### src/rtl/vstate_pkg.sv
package vstate_pkg;
  localparam int FW = 6;

  typedef enum logic [2:0] {
    SEL_VL      = 3'd0,
    SEL_VL_IMM  = 3'd1,
    SEL_MVL     = 3'd2,
    SEL_MVL_IMM = 3'd3,
    SEL_SUBVL   = 3'd4,
    SEL_STATE   = 3'd5
  } vsel_e;

  typedef struct packed {
    logic [3:0]    rsvd;
    logic [1:0]    dsvoffs;
    logic [1:0]    subvl;
    logic [FW-1:0] destoffs;
    logic [FW-1:0] srcoffs;
    logic [FW-1:0] vl;
    logic [FW-1:0] maxvl;
  } vstate_t;
endpackage

### src/rtl/vstate_len_clamp.sv
module vstate_len_clamp #(
  parameter int REQW = 32,
  parameter int LENW = 7
) (
  input  logic [REQW-1:0] req,
  input  logic [LENW-1:0] limit,
  output logic [LENW-2:0] enc
);
  logic [LENW-1:0] len;
  logic [LENW-1:0] len_m1;

  always_comb begin
    if (req == '0)                 len = LENW'(1);
    else if (req > REQW'(limit))   len = limit;
    else                           len = req[LENW-1:0];
  end

  assign len_m1 = len - LENW'(1);
  assign enc    = len_m1[LENW-2:0];
endmodule

### src/rtl/vstate_next.sv
module vstate_next
  import vstate_pkg::*;
#(
  parameter int XLEN = 64
) (
  input  vstate_t     cur,
  input  logic        wr_en,
  input  logic [2:0]  wr_sel,
  input  logic [31:0] wr_data,
  output vstate_t     nxt,
  output logic        grant_we,
  output logic        subvl_err
);
  localparam int LENW = $clog2(XLEN) + 1;
  localparam logic [FW-1:0] MAXF = FW'(XLEN - 1);

  logic [31:0]     imm_req, req;
  logic            imm_form;
  logic [LENW-1:0] cur_mvl_len;
  logic [LENW-2:0] vl_enc, mvl_enc;
  logic [FW-1:0]   mvl_fld;
  vstate_t         ld;

  assign imm_form    = (wr_sel == SEL_VL_IMM) || (wr_sel == SEL_MVL_IMM);
  assign imm_req     = {27'd0, wr_data[4:0]} + 32'd1;
  assign req         = imm_form ? imm_req : wr_data;
  assign cur_mvl_len = LENW'(cur.maxvl) + LENW'(1);
  assign mvl_fld     = FW'(mvl_enc);

  vstate_len_clamp #(.REQW(32), .LENW(LENW)) u_vl_clamp (
    .req(req), .limit(cur_mvl_len), .enc(vl_enc)
  );

  vstate_len_clamp #(.REQW(32), .LENW(LENW)) u_mvl_clamp (
    .req(req), .limit(LENW'(XLEN)), .enc(mvl_enc)
  );

  always_comb begin
    ld      = vstate_t'(wr_data);
    ld.rsvd = '0;
    if (ld.maxvl > MAXF) ld.maxvl = MAXF;
    if (ld.vl > ld.maxvl) ld.vl = ld.maxvl;
  end

  always_comb begin
    nxt       = cur;
    grant_we  = 1'b0;
    subvl_err = 1'b0;
    if (wr_en) begin
      case (wr_sel)
        SEL_VL, SEL_VL_IMM: begin
          nxt.vl   = FW'(vl_enc);
          grant_we = 1'b1;
        end
        SEL_MVL, SEL_MVL_IMM: begin
          nxt.maxvl = mvl_fld;
          if (cur.vl > mvl_fld) nxt.vl = mvl_fld;
        end
        SEL_SUBVL: begin
          if (wr_data >= 32'd1 && wr_data <= 32'd4)
            nxt.subvl = wr_data[1:0] - 2'd1;
          else
            subvl_err = 1'b1;
        end
        SEL_STATE: nxt = ld;
        default: ;
      endcase
    end
  end
endmodule

### src/rtl/vstate_csr_unit.sv
module vstate_csr_unit
  import vstate_pkg::*;
#(
  parameter int XLEN = 64
) (
  input  logic                   clk,
  input  logic                   rst_n,
  input  logic                   wr_en,
  input  logic [2:0]             wr_sel,
  input  logic [31:0]            wr_data,
  input  logic                   trap_enter,
  input  logic                   trap_return,
  output logic [31:0]            state_rd,
  output logic [$clog2(XLEN):0]  maxvl_len,
  output logic [$clog2(XLEN):0]  vl_len,
  output logic [2:0]             subvl_len,
  output logic [5:0]             srcoffs,
  output logic [5:0]             destoffs,
  output logic [1:0]             dsvoffs,
  output logic [$clog2(XLEN):0]  granted_vl,
  output logic                   subvl_err
);
  localparam int LENW = $clog2(XLEN) + 1;

  vstate_t         state_q, shadow_q, nxt;
  logic            grant_we, err_d, err_q, swap;
  logic [LENW-1:0] grant_q;

  assign swap = trap_enter | trap_return;

  vstate_next #(.XLEN(XLEN)) u_next (
    .cur(state_q), .wr_en(wr_en), .wr_sel(wr_sel), .wr_data(wr_data),
    .nxt(nxt), .grant_we(grant_we), .subvl_err(err_d)
  );

  always_ff @(posedge clk) begin
    if (!rst_n) begin
      state_q  <= '0;
      shadow_q <= '0;
      grant_q  <= LENW'(1);
      err_q    <= 1'b0;
    end else if (swap) begin
      state_q  <= shadow_q;
      shadow_q <= state_q;
      err_q    <= 1'b0;
    end else begin
      state_q <= nxt;
      err_q   <= err_d;
      if (grant_we) grant_q <= LENW'(nxt.vl) + LENW'(1);
    end
  end

  assign state_rd   = state_q;
  assign maxvl_len  = LENW'(state_q.maxvl) + LENW'(1);
  assign vl_len     = LENW'(state_q.vl) + LENW'(1);
  assign subvl_len  = {1'b0, state_q.subvl} + 3'd1;
  assign srcoffs    = state_q.srcoffs;
  assign destoffs   = state_q.destoffs;
  assign dsvoffs    = state_q.dsvoffs;
  assign granted_vl = grant_q;
  assign subvl_err  = err_q;

  a_r11_vl_within_mvl: assert property (@(posedge clk) disable iff (!rst_n)
    vl_len <= maxvl_len);

  a_r8_rsvd_zero: assert property (@(posedge clk) disable iff (!rst_n)
    state_rd[31:28] == 4'd0);

  a_r6_bad_subvl_holds: assert property (@(posedge clk) disable iff (!rst_n)
    (wr_en && !swap && wr_sel == SEL_SUBVL && (wr_data == 32'd0 || wr_data > 32'd4))
    |=> (subvl_err && $stable(state_rd)));

  a_r9_swap_loads_saved: assert property (@(posedge clk) disable iff (!rst_n)
    swap |=> (state_rd == $past(shadow_q)));

  a_r2_grant_matches_vl: assert property (@(posedge clk) disable iff (!rst_n)
    (wr_en && !swap && (wr_sel == SEL_VL || wr_sel == SEL_VL_IMM))
    |=> (granted_vl == vl_len));

  a_r10_unused_sel: assert property (@(posedge clk) disable iff (!rst_n)
    (wr_en && !swap && wr_sel > 3'd5) |=> $stable(state_rd));
endmodule

### config.mk
export PLATFORM = sky130hd
export DESIGN_NAME = vstate_csr_unit
export DESIGN_NICKNAME = d
export VERILOG_FILES = /design/src/rtl/vstate_pkg.sv /design/src/rtl/vstate_len_clamp.sv /design/src/rtl/vstate_next.sv /design/src/rtl/vstate_csr_unit.sv
export SDC_FILE = /design/constraint.sdc
export NUM_CORES = 1
export LEC_CHECK = 0
export BUFFER_PORTS_ARGS = -buffer_cell sky130_fd_sc_hd__buf_4
export CORE_MARGIN = 1.5
export CORE_UTILIZATION = 55
export CTS_CLUSTER_DIAMETER = 100
export CTS_CLUSTER_SIZE = 8
export DETAILED_ROUTE_END_ITERATION = 10
export PLACE_DENSITY = 0.81
export SLEW_MARGIN = 5
export SYNTH_ARGS = -nofsm -noshare
export SYNTH_HDL_FRONTEND = slang
export SYNTH_SLANG_ARGS = --single-unit
### constraint.sdc
create_clock -name clk -period 5.25 [get_ports clk]
set_clock_uncertainty 0.2 [all_clocks]
set_input_delay 0 -clock clk [delete_from_list [all_inputs] [get_ports clk]]
set_output_delay 0 -clock clk [all_outputs]
set_load 0.05 [all_outputs]
==> flow_summary_export.csv <==
group,metric,value,unit
status,outcome,"finished, final reports clean",
clock_network,path_clk_slew,0.08,ns
yosys,yosysMostFrequentCell,"nand2_1",
drt,viasPerCell,5.97,
clock_network,cts.path.max_buffers,2,
critical_path,critical_path.startpoint_type,"input pin",
finish,nFillCells,667,
yosys,synth_edf_count,0,
yosys,yosysUniqueCellTypes,73,
drt,drtIter0Drc,368,
global_routing,overflow,0,
flow_run,drv_cap,0,
finish,drive_gt1_share,22.0,%
sta,relSlewSlack,37.9,%
global_routing,grt_pass1_vias,4703,
power_and_ir_drop,vdd_ir_drop_max,0.000143,V
yosys,ys_seq_area_share,29.7,%
clock_network,cts_buffers,9,
critical_path,crit_chain,"dlygate4sd3_1 -> buf_4 -> nor4_1 -> buf_4 -> nand4_1 -> or3_4 -> o31ai_4 -> nand2_2 -> ha_1 -> a21oi_1 -> a41o_1 -> ha_1 -> nand4_1 -> o2bb2ai_1 -> a41oi_2 -> o21ai_2 -> a22oi_1 -> o211ai_1 -> o32a_4 -> and3_4 -> xnor2_1 -> o21ai_1",
critical_path,cp.arrival,4.95,ns
clock_network,insertion_delay,0.34,ns
clock_network,cts_root_buf,"clkbuf_8",
yosys,synth_area_leaders,"dfxtp_1, nand2_1, ha_1",
clock_network,clock_sinks,72,
power_and_ir_drop,p_per_area,241,nW/um^2
min_path,hp-class,"input pin to flip-flop",
die,die_w,97.0,um
die,core-area,8640,um^2
global_routing,grt.total_usage,30.8,%
critical_path,crit_buf_inv,3,
sta,tightest_slew,0.931,ns
critical_path,slowest_stage,"dlygate4sd3_1",
drt,route.vias.total,4993,
global_routing,grt_max_degree,77,
yosys,syn_nets,689,
drt,dr.pass1.iters,7,
sta,fin_crit_sh,93.7,%
place,io_buffer_count,110,
global_routing,grt_first_pass_wirelength,23500,um
die,die_area,9400,um^2
critical_path,critPathKind,"input pin to flip-flop",
yosys,synth_ff_type,"dfxtp_1",
drt,drc,0,
finish,stdcell_area,6140,um^2
die,pin_count,111,
global_routing,antenna_found_initial,0,
yosys,synth_common_cells,"nand2_1, dfxtp_1, nand3_1",
critical_path,critPathMaxFanout,6,
yosys,syn_inst,620,
yosys,syn_area,4850,um^2
sta,fmax,203,MHz
yosys,yosysWarnings,0,
yosys,synth.avg_cell_area,7.83,um^2
sta,finalMaxSlewViolations,0,
clock_network,cts_tree,"yes",
finish,diodes,0,
drt,wl_per_cell,17.6,um
critical_path,critPathMaxStageDelay,0.55,ns
sta,min_period,4.92,ns
finish,finalNonFillerCells,836,
critical_path,worst_setup_path_end_kind,"flip-flop",
yosys,ys_ff_latch,72,
finish,finalNetCount,792,
sta,finalSetupTns,0,ns
power_and_ir_drop,p_total,1.48,mW
sta,hold_violations,0,
yosys,synth_top_area_share,29.7,%
place,place.gp.congestion,0.980,
finish,area_growth,26.4,%
critical_path,crit_family,"compound AO/OA/AOI/OAI gates",
place,hpwl,10300,um
place,dp.cells,791,
critical_path,cp.required,5.28,ns
yosys,yosysTopAreaCell,"dfxtp_1",
drt,postRouteAntennaNets,0,
sta,setup_violations,0,
power_and_ir_drop,power.leakage,2.76,nW
clock_network,cts_max_level,3,
drt,wl,14700,um
die,start_util,56.2,%
die,rows,34,
place,post_dp_cell_area,5590,um^2
yosys,async_reset_ff_share,0,%
die,die_h,97.0,um
sta,holdWs,0.0545,ns
-- worst paths after layout --
check                   start            end  slack, ns  depth (start not counted)
setup / recovery  wr_data[27]  granted_vl[4]       0.33                         22
hold / removal     wr_data[1]    state_rd[1]       0.05                          4
setup reg to reg  state_rd[2]  granted_vl[4]       0.44                         19
hold reg to reg   shadow_q[8]    state_rd[8]       0.26                          2
-- metrics by stage --
step           util (%)  setup slack [ns]
6_report           71.1             0.330
5_1_grt            71.1           -0.0108
4_1_cts            70.7             0.258
3_5_place_dp       64.8             0.157
3_3_place_gp       64.8             0.245
2_1_floorplan         -            0.0440
-- cell type report --
class,count,area (um^2),share of cell area (%)
clock buffer,10,128,2.08
tap,108,135,2.20
clock inverter,6,91.3,1.49
sequential,72,1440,23.5
timing repair buffer,143,1150,18.7
inverter,21,78.8,1.28
multi-input combinational,476,3120,50.8
-- cell usage in the layout, fill, tap and decap left out, drive strengths merged, types with 4 or more instances in the layout --
cell and n:
a211oi 7, a21boi 40, a21oi 23, a22oi 4, and2 4, and3 6
buf 114, clkbuf 10, dfxtp 72, dlygate4sd3 29, ha 29, inv 23
mux2 5, mux2i 8, nand2 127, nand2b 4, nand3 54, nand4 7
nor2 40, nor2b 7, nor4 7, o211a 23, o211ai 6, o21ai 7
o31ai 4, or2 4, xnor2 13, xor2 4
-- timing repair --
action,CTS,global route
buffers inserted,0,0
gates resized for setup,0,6
hold endpoints to repair,16,0
setup endpoints to repair,0,6
hold buffers,29,0
-- worst min-delay path: cells and delay by family --
kind	cells	cell delay, ns
AO/OA/AOI/OAI	3	0.45
buffers and inverters	1	0.11
-- report_power, final --
| group | switching, mW | leakage (nW) | internal (mW) | total [mW] |
|---|---|---|---|---|
| Clock | 0.222 | 0.111 | 0.271 | 0.494 |
| Combinational | 0.253 | 2.06 | 0.145 | 0.398 |
| Sequential | 0.0217 | 0.585 | 0.564 | 0.585 |
| Total | 0.497 | 2.76 | 0.980 | 1.48 |
-- cell families (layout without fill, tap and decap cells) --
family | Yosys count | count (layout) | synth area share [%]
AOI/OAI and AO/OA | 143 | 143 | 23.5
DFF | 72 | 72 | 29.7
and+or+nand+nor | 274 | 274 | 26.4
muxes | 13 | 13 | 2.81
adders and majority gates | 29 | 29 | 7.47
buffers and inverters | 72 | 180 | 6.96
xor gates and xnor gates | 17 | 17 | 3.22
-- registers in the layout (all words and copies together), names as in the netlist --
register,flops
granted_vl,7
shadow_q,32
state_rd,18
subvl_err,1
srcoffs,6
dsvoffs,2
destoffs,6
-- layer usage --
layer,global-route usage [%],part of all wire (%),routed length [um]
met1,38.3,40,5920
met2,53.4,50,7390
met3,5.20,6.8,1010
met4,11.4,2.7,390
met5,0,0,0
No activity file was read; power rests on OpenSTA's default activity.
